<file path="src/rtl/way_victim_sel.sv">
module way_victim_sel #(
  parameter int WAYS   = 4,
  parameter int SETS   = 8,
  parameter int POLICY = 0
) (
  input  logic                          clk,
  input  logic                          rst_n,
  input  logic [$clog2(SETS)-1:0]       set_idx,
  input  logic [$clog2(WAYS)-1:0]       acc_way,
  input  logic                          hit,
  input  logic                          fill,
  input  logic [WAYS-1:0]               valid,
  output logic [$clog2(WAYS)-1:0]       victim
);
  localparam int WW = $clog2(WAYS);

  logic [WW-1:0] inv_way, pol_way;
  wire full  = &valid;
  wire touch = hit | fill;

  always_comb begin
    inv_way = '0;
    for (int i = WAYS - 1; i >= 0; i--)
      if (!valid[i]) inv_way = WW'(i);
  end

  assign victim = full ? pol_way : inv_way;

  AST_INV_FIRST: assert property (@(posedge clk) disable iff (!rst_n)
    !full |-> !valid[victim]);

  generate
    if (POLICY == 0) begin : g_tree
      logic [WAYS-2:0] tree_q [SETS];
      logic [WAYS-2:0] cur, nxt;
      assign cur = tree_q[set_idx];

      always_comb begin
        int node;
        node = 0;
        pol_way = '0;
        for (int l = 0; l < WW; l++) begin
          pol_way[WW-1-l] = cur[node];
          node = 2 * node + 1 + int'(cur[node]);
        end
      end

      always_comb begin
        int node;
        node = 0;
        nxt = cur;
        for (int l = 0; l < WW; l++) begin
          nxt[node] = ~acc_way[WW-1-l];
          node = 2 * node + 1 + int'(acc_way[WW-1-l]);
        end
      end

      always_ff @(posedge clk or negedge rst_n)
        if (!rst_n) begin
          for (int s = 0; s < SETS; s++) tree_q[s] <= '0;
        end else if (touch) begin
          tree_q[set_idx] <= nxt;
        end

      AST_TREE_AWAY: assert property (@(posedge clk) disable iff (!rst_n)
        (touch && full) |=> (set_idx != $past(set_idx) || !full || victim != $past(acc_way)));

    end else if (POLICY == 1) begin : g_fifo
      logic [WW-1:0] ptr_q [SETS];
      assign pol_way = ptr_q[set_idx];

      always_ff @(posedge clk or negedge rst_n)
        if (!rst_n) begin
          for (int s = 0; s < SETS; s++) ptr_q[s] <= '0;
        end else if (fill) begin
          ptr_q[set_idx] <= ptr_q[set_idx] + 1'b1;
        end

      AST_FIFO_HOLD: assert property (@(posedge clk) disable iff (!rst_n)
        !fill |=> ptr_q[$past(set_idx)] == $past(ptr_q[set_idx]));
      AST_FIFO_STEP: assert property (@(posedge clk) disable iff (!rst_n)
        fill |=> ptr_q[$past(set_idx)] == WW'($past(ptr_q[set_idx]) + 1'b1));

    end else begin : g_nru
      logic [WW-1:0] ptr_q  [SETS];
      logic [WW-1:0] last_q [SETS];
      logic [SETS-1:0] seen_q;
      wire [WW-1:0] ptr = ptr_q[set_idx];
      assign pol_way = (seen_q[set_idx] && ptr == last_q[set_idx]) ? ptr + 1'b1 : ptr;

      always_ff @(posedge clk or negedge rst_n)
        if (!rst_n) begin
          for (int s = 0; s < SETS; s++) begin
            ptr_q[s]  <= '0;
            last_q[s] <= '0;
          end
          seen_q <= '0;
        end else begin
          if (fill) ptr_q[set_idx] <= ptr + 1'b1;
          if (touch) begin
            last_q[set_idx] <= acc_way;
            seen_q[set_idx] <= 1'b1;
          end
        end

      AST_NRU_SKIP: assert property (@(posedge clk) disable iff (!rst_n)
        (full && seen_q[set_idx]) |-> victim != last_q[set_idx]);
      AST_NRU_STEP: assert property (@(posedge clk) disable iff (!rst_n)
        fill |=> ptr_q[$past(set_idx)] == WW'($past(ptr) + 1'b1));
    end
  endgenerate
endmodule

</file>
<file path="config.mk">
export PLATFORM = sky130hd
export DESIGN_NAME = way_victim_sel
export DESIGN_NICKNAME = d
export VERILOG_FILES = /design/src/rtl/way_victim_sel.sv
export SDC_FILE = /design/constraint.sdc
export NUM_CORES = 1
export LEC_CHECK = 0
export BUFFER_PORTS_ARGS = -buffer_cell sky130_fd_sc_hd__buf_4
export CAP_MARGIN = 20
export CORE_UTILIZATION = 60
export DETAILED_ROUTE_END_ITERATION = 10
export GPL_TIMING_DRIVEN = 1
export HOLD_SLACK_MARGIN = 0.12
export PLACE_DENSITY = 0.83
export RECOVER_POWER = 100
export SYNTH_ARGS = -nofsm -noshare
export SYNTH_HDL_FRONTEND = slang
export SYNTH_SLANG_ARGS = --single-unit
</file>
<file path="constraint.sdc">
create_clock -name clk -period 3.7 [get_ports clk]
set_input_delay 0.37 -clock clk [delete_from_list [all_inputs] [get_ports clk]]
set_output_delay 0.37 -clock clk [all_outputs]
set_load 0.005 [all_outputs]
</file>
Yosys cells after proc, flatten, opt, wreduce, memory -nomap -nowiden
Cells that the tools add are included.

operators by class
  $add $sub $neg = 2
  multiply operators = 0
  div/mod/pow operators = 0
  magnitude comparators = 5
  equal/unequal tests = 0
  shift-type cells = 0
  mux-type cells = 17
  bitwise logic cells = 4
  reduce and logical (&&, ||, !) cells = 3

operators by type and width
  cell                 count
  $bwmux 24            1
  $mux 2               5
  $bmux 3 s3           1
  $demux 3 s3          1
  $mux 3               3
  $lt 2x3->1 const B   2
  $add 1x1->2 const A  2
  $ge 4x4->1 const B   1
  $lt 4x1->1 const B   1
  $not 3->4            1
  $reduce_and 4->1     1
  $bwmux 3             1
  $mux 1               3
  $bmux 1 s2           1
  $demux 1 s2          1
  $ge 2x1->1 const B   1
  $logic_and 1x1->1    2
  $not 1->1            2
  $or 1x1->1           1

storage, ports and cells
  register bits after elaboration = 24
  bits in latches = 0
  bits in writable memories = 0
  ROM bits = 0
  input port bits = 13
  output and inout bits = 2
  logic and storage cells = 39
  memories = 0

Depth between registers and ports, before layout
Gate-level depths: netlist (run 1).

  depth after elaboration = 9
  gate-level depth with buffers = 7
  gate-level depth less buffers = 5

Worst setup path after synthesis (run 1)
OpenSTA, ideal clock, no wires.

  path kind = input port to output port
  start = in set_idx[0]
  end = out victim[0]
  arrival time = 1.736 ns
  path slack = 1.594 ns
  cell stages on the path = 5
  buffers on the path = 1
  path through = buf_6 > mux4_1 > mux2i_1 > mux2_2 > a31oi_1

on the way
  word-level cells in the longest chain between the ends = 9

ends and longest elaborated chain
  item                                          RTL line  text
  start: declaration                            8         input logic [$clog2(SETS)-1:0] set_idx,
  $not 3->4 (implied by the code) *             36        assign cur = tree_q[set_idx];
  $bmux 3 s3 *                                  36
  $mux 3 (implied by the code) * (2 in series)  36
  $add 1x1->2                                   44        node = 2 * node + 1 + int'(cur[node]);
  $bmux 1 s2 *                                  -
  $mux 1 * (2 in series)                        -
  $mux 2 *                                      27        assign victim = full ? pol_way : inv_way;
  end: declaration                              13        output logic [$clog2(WAYS)-1:0] victim

Mark *: on every way between the ends. The rest lies on a longest branch, timed or not. The select of a mux whose other input is x is not followed.

Worst setup path in the final report (run 1)
Same ends and word-level chain as after synthesis.

==> results of run 1 <==
==> Yosys cell counts, types with 2 or more instances <==
cell type / number / area share, %
a21oi_1: 5 / 2.0
a31oi_1: 2 / 1.0
buf_2: 2 / 0.81
dfrtp_1: 24 / 49
inv_1: 3 / 0.91
mux2_2: 18 / 16
mux2i_1: 8 / 6.5
mux4_1: 2 / 4.3
nand2_1: 4 / 1.2
nor2_1: 9 / 2.7
o21ai_0: 5 / 2.0
==> cell type report <==
cell class              instances  area (sq um)  share of cell area, %
flip-flops and latches         24           601                   44.9
multi-input cells              66           562                   42.0
repair buffers                 15           108                   8.04
well taps                      27          33.8                   2.53
clock buffers                   3          22.5                   1.68
inverters                       3          11.3                  0.842
==> kinds of logic (layout without fill, tap and decap cells) <==
logic type             Yosys count  after routing
DFF                             24             24
muxes                           30             30
AOI/OAI and AO/OA               17             17
and+or+nand+nor                 19             19
buffers and inverters            8             21
==> metal layers <==
layer	routed length, um	GRT usage [%]	vias to the layer above
met5	0	0	-
met4	19	6.86	0
met3	82	3.46	2
met2	1040	37.0	20
met1	968	29.6	382
li1	-	-	392
==> stage by stage <==
| step | utilization, % | total power [uW] | setup slack (ns) | hold WS [ns] |
|---|---|---|---|---|
| 6_report | 68.9 | 698 | 0.855 | 0.318 |
| 5_1_grt | 68.9 | 741 | 0.735 | 0.321 |
| 4_1_cts | 69.9 | 712 | 1.22 | 0.323 |
| 3_5_place_dp | 68.2 | 605 | 1.29 | 0.281 |
| 3_3_place_gp | 68.2 | 595 | 1.36 | 0.276 |
| 2_1_floorplan | - | 546 | 1.59 | 0.0744 |
==> timing repair <==
action,in CTS,in global routing
hold buffers,1,0
hold endpoints to repair,24,0
gates resized for setup,0,0
==> worst min-delay path by stage <==
stage | endpoint | start | slack, ns
floorplan | g_tree.tree_q[0] | rst_n | 0.07
global placement | g_tree.tree_q[3] | rst_n | 0.28
detailed placement | g_tree.tree_q[1] | rst_n | 0.28
CTS | g_tree.tree_q[6] | acc_way[1] | 0.32
global route | g_tree.tree_q[9] | acc_way[1] | 0.32
finish | g_tree.tree_q[15] | acc_way[1] | 0.32
==> layout by cell type (no fill, tap or decap), types with 2 or more instances in the layout <==
cell type,n
a21oi_1,5
a31oi_1,2
buf_4,10
clkbuf_1,2
clkbuf_4,5
dfrtp_1,24
inv_1,3
mux2_2,18
mux2i_1,9
mux4_1,2
nand2_1,4
nor2_1,9
o21ai_0,5
==> report_power, final <==
part / switching (uW) / internal, uW
clock network: 71.3 / 37.9
registers: 44.3 / 347
logic: 80.5 / 116
total: 196 / 501
==> flow_summary.yaml, run 1 <==
run_status:
  status: "finished, final reports clean"
place:
  dp.cells: 134
  placed_area_sq_um: 1330
  io_buffers: 14
  hpwl_mm: 1.66
  place.gp.congestion: 0.797
synth:
  synthMuxAreaShare_pct: 30.9
  synthAdderAreaFrac_pct: 0
  synth_cells: 98
  synth.yosys.seq_area_share_pct: 48.8
  netlist_area_sq_um: 1230
  ys_ff_latch: 24
  synth_xor_xnor_area_share_pct: 0
  synth-compound-area-share_pct: 8.64
  avgSynthCellArea_sq_um: 12.6
  synth_nets: 111
  postSynth.asyncResetShare_pct: 100
  synthSimpleGateAreaFrac_pct: 7.11
  synth_edf_count: 0
  ys_types: 27
  synth_top_family_by_area: "multiplexers"
  synth_top_flop_cell: "dfrtp_1"
  yosys_warnings: 0
clocking:
  cts-root-buf: "clkbuf_4"
  path_clk_slew_ns: 0.12
  cts_buffers: 3
  clk_latency_ns: 0.30
  cts_setup_buffers: 0
  clkSinkCount: 24
  htree_levels: 1
  cts_tree: "built"
  clock_path_buffers: 2
drt:
  ant_nets: 0
  drtIter0Drc: 6
  vias: 796
  wire_per_inst_um: 15.3
  viasPerCell: 5.77
  wirelength_mm: 2.11
  drc: 0
  first_pass_iters: 4
layout:
  fillers: 159
  stdcell_count: 138
  area_growth_syn_to_layout_pct: 8.64
  fin_nets: 126
  drive_gt1_share_pct: 30.6
  top_regs: "g_tree.tree_q x24"
  fin_area_sq_um: 1340
  diodes: 0
  largest_reg_flops: 24
  regMostFlops: "g_tree.tree_q"
min_path:
  hp-class: "in2reg"
  hold_depth: 2
critical_path:
  r2r_slack_ns: 1.86
  critPathSlowestCell: "mux4_1"
  startpoint: "set_idx[0]"
  r2r_end: "g_tree.tree_q[7]"
  slowest_delay_ns: 0.64
  path_buf_inv: 2
  reg2reg_depth: 5
  critical_path.top_delay_family: "multiplexers"
  crit_path_start_kind: "primary input"
  end_kind: "output port"
  cp_cell_sequence: "clkbuf_1, mux4_1, mux2i_1, mux2_2, a31oi_1, clkbuf_4"
  critical_path_depth: 6
  crit_arrival_ns: 2.47
  crit_fanout: 16
  endpoint: "victim[0]"
  r2r-start: "g_tree.tree_q[22]"
  critical_path_class: "in2out"
  cp.required_ns: 3.33
global_routing:
  grt_max_degree: 25
  grt_usage_pct: 22.1
  antenna_found_initial: 0
  grt_overflow_total: 0
  grt_pass1_vias: 747
  grt_pass1_wl_mm: 3.31
sta:
  hold_violations: 0
  report.final.slew_viol_count: 0
  skew_ns: 0.00257
  fin_tns_setup_ns: 0
  fmax_mhz: 351
  final.period_utilization_pct: 76.9
  worst_pin_slew_ns: 1.20
  period_needed_ns: 2.84
  maxSlewHeadroom_pct: 19.8
  setup_violations: 0
  rsz0062_at_grt: "false"
power:
  power.density_nw_per_um2: 521
  ir_drop_mv: 0.364
  total_leakage_power_uw: 0.000604
die:
  die_w_um: 47.3
  io_pins: 15
  die-area_sq_um: 2240
  dieHeight_um: 47.3
  core.rowCount: 16
  core_sq_um: 1940
  start_util_pct: 63.4
job:
  cap_violations: 0
No activity file was read; power rests on OpenSTA's default activity.
==> run 2: changes to the inputs <==
- CORE_UTILIZATION: 60 -> 56
- PLACE_DENSITY: 0.83 -> 0.78
- clock period: 3.7 -> 2.8 ns (I/O delays scaled with it)
==> run 2 against run 1 <==
Sequential power increased by 31%; register-to-register slack worse by 0.91 ns; die area up 6.8%; clock skew is 0.00072 ns lower; utilization is 2.0 points lower; critical path depth down 1; count of clock-buffer cells in the layout is 1 higher; critical path type is now reg2out.
==> flow_summary.yaml, run 2 (same netlist as run 1, synthesis figures left out) <==
critical_path:
  crit_arrival_ns: 2.13
  crit_fanout: 2
  slowest_delay_ns: 0.50
  critical_path_class: "reg2out"
  critPathSlowestCell: "mux4_1"
  cp.required_ns: 2.52
  crit_path_start_kind: "flop"
  cp_cell_sequence: "mux4_1, mux2i_1, mux2_2, a31oi_1, clkbuf_4"
  end_kind: "output port"
power:
  total_leakage_power_uw: 0.000612
  ir_drop_mv: 0.449
  intPower_uw: 692
  power.density_nw_per_um2: 706
  seqPwrFrac_pct: 54.0
  comb_power_share_pct: 27.1
  switchingPower_uw: 262
  clkPwrFrac_pct: 18.9
  swShare_pct: 27.4
layout:
  mostFrequentLayoutCells: "24 x dfrtp_1, 18 x mux2_2, 11 x buf_4"
  fillers: 157
  fin_nets: 126
  diodes: 0
  multi_input_area_sq_um: 562
  drive_gt1_share_pct: 31.3
  utilization_pct: 66.8
  register_area_sq_um: 601
  largest_reg_flops: 24
  final_common_cell: "dfrtp_1"
  regMostFlops: "g_tree.tree_q"
  top_regs: "g_tree.tree_q x24"
  area_growth_syn_to_layout_pct: 9.76
sta:
  period_needed_ns: 2.41
  report.final.slew_viol_count: 0
  fmax_mhz: 414
  final.period_utilization_pct: 86.2
  setup_violations: 0
  skew_ns: 0.00185
  rsz0062_at_grt: "false"
  fin_tns_setup_ns: 0
  maxSlewHeadroom_pct: 17.5
  worst_pin_slew_ns: 1.24
  hold_violations: 0
global_routing:
  grt_usage_pct: 21.7
  grt_max_degree: 25
  grt_pass1_wl_mm: 3.84
  grt_pass1_vias: 834
  grt_overflow_total: 0
  antenna_found_initial: 0
clocking:
  cts_buffers: 3
  cts_tree: "built"
  post_cts_resized: 0
  clock_path_buffers: 2
  path_clk_slew_ns: 0.13
  clkSinkCount: 24
  htree_levels: 1
  cts-root-buf: "clkbuf_4"
  clk_latency_ns: 0.31
die:
  io_pins: 15
  die-area_sq_um: 2390
  core_sq_um: 2020
  dieHeight_um: 48.9
  start_util_pct: 60.9
  core.rowCount: 16
  die_w_um: 48.9
drt:
  wire_per_inst_um: 16.2
  ant_nets: 0
  wirelength_mm: 2.25
  viasPerCell: 5.91
  first_pass_iters: 4
  drc: 0
  drtIter0Drc: 29
  vias: 822
job:
  cap_violations: 0
min_path:
  hp-class: "in2reg"
place:
  place.gp.congestion: 0.817
  io_buffers: 14
  hpwl_mm: 1.64
run_status:
  status: "finished, final reports clean"
==> run 2: cell types whose count changed in the layout (fill, tap and decap cells not counted) <==
cell,previous run,this run
clkbuf_8,0,1
clkbuf_4,5,4
buf_4,10,11
==> run 2: layout make-up <==
| cell class | instances | area share [%] |
|---|---|---|
| multi-input cells | 66 | 41.6 |
| well taps | 27 | 2.50 |
| clock buffers | 4 | 2.69 |
| inverters | 3 | 0.833 |
| repair buffers | 15 | 7.96 |
| flip-flops and latches | 24 | 44.4 |
==> run 2: worst max-delay path, delay by kind of cell (launching register included) <==
| kind | cells | cell delay (ns) |
|---|---|---|
| multiplexers | 3 | 1.07 |
| flip-flops | 1 | 0.41 |
| AO/OA/AOI/OAI | 1 | 0.18 |
| buffers and inverters | 1 | 0.16 |
==> run 2: final timing paths <==
kind | start | endpoint | slack [ns] | depth (start not counted)
max reg2reg | g_tree.tree_q[22] | g_tree.tree_q[7] | 0.95 | 5
min in group asynchronous | rst_n | g_tree.tree_q[1] | 0.74 | 2
min reg2reg | g_tree.tree_q[12] | g_tree.tree_q[12] | 0.50 | 2
max | g_tree.tree_q[21] | victim[0] | 0.39 | 5
min | acc_way[1] | g_tree.tree_q[18] | 0.22 | 2
max in group asynchronous | rst_n | g_tree.tree_q[17] | 1.34 | 2
==> run 2: power by group through the flow <==
stage                     Combinational, uW  Sequential (uW)  Clock (uW)
after global placement                  262              517           0
after global routing                    290              531         202
after detailed placement                271              524           0
final                                   258              515         180
after floorplan                         217              504           0
after CTS                               273              516         184
==> run 2: layer usage <==
metal / up-vias / wire, um / global-route usage [%]
met5: - / 0 / 0
met4: 0 / 42 / 8.82
met3: 5 / 101 / 4.05
met2: 27 / 1090 / 37.0
met1: 400 / 1010 / 27.2
li1: 390 / - / -
==> run 2: metrics by stage <==
step                instances  cell area, sq um  total power (uW)  worst slack, ns  hold slack, ns
global route              139              1350              1020            0.336           0.204
floorplan                  98              1230               721            0.874         -0.0156
detailed placement        134              1330               795            0.596           0.192
global placement          134              1330               779            0.640           0.186
finish                    139              1350               953            0.387           0.218
CTS                       139              1370               972            0.438           0.228
==> run 2: what timing repair did <==
action,CTS,global route
hold buffers,1,0
hold endpoints to repair,24,0
buffers inserted,0,0
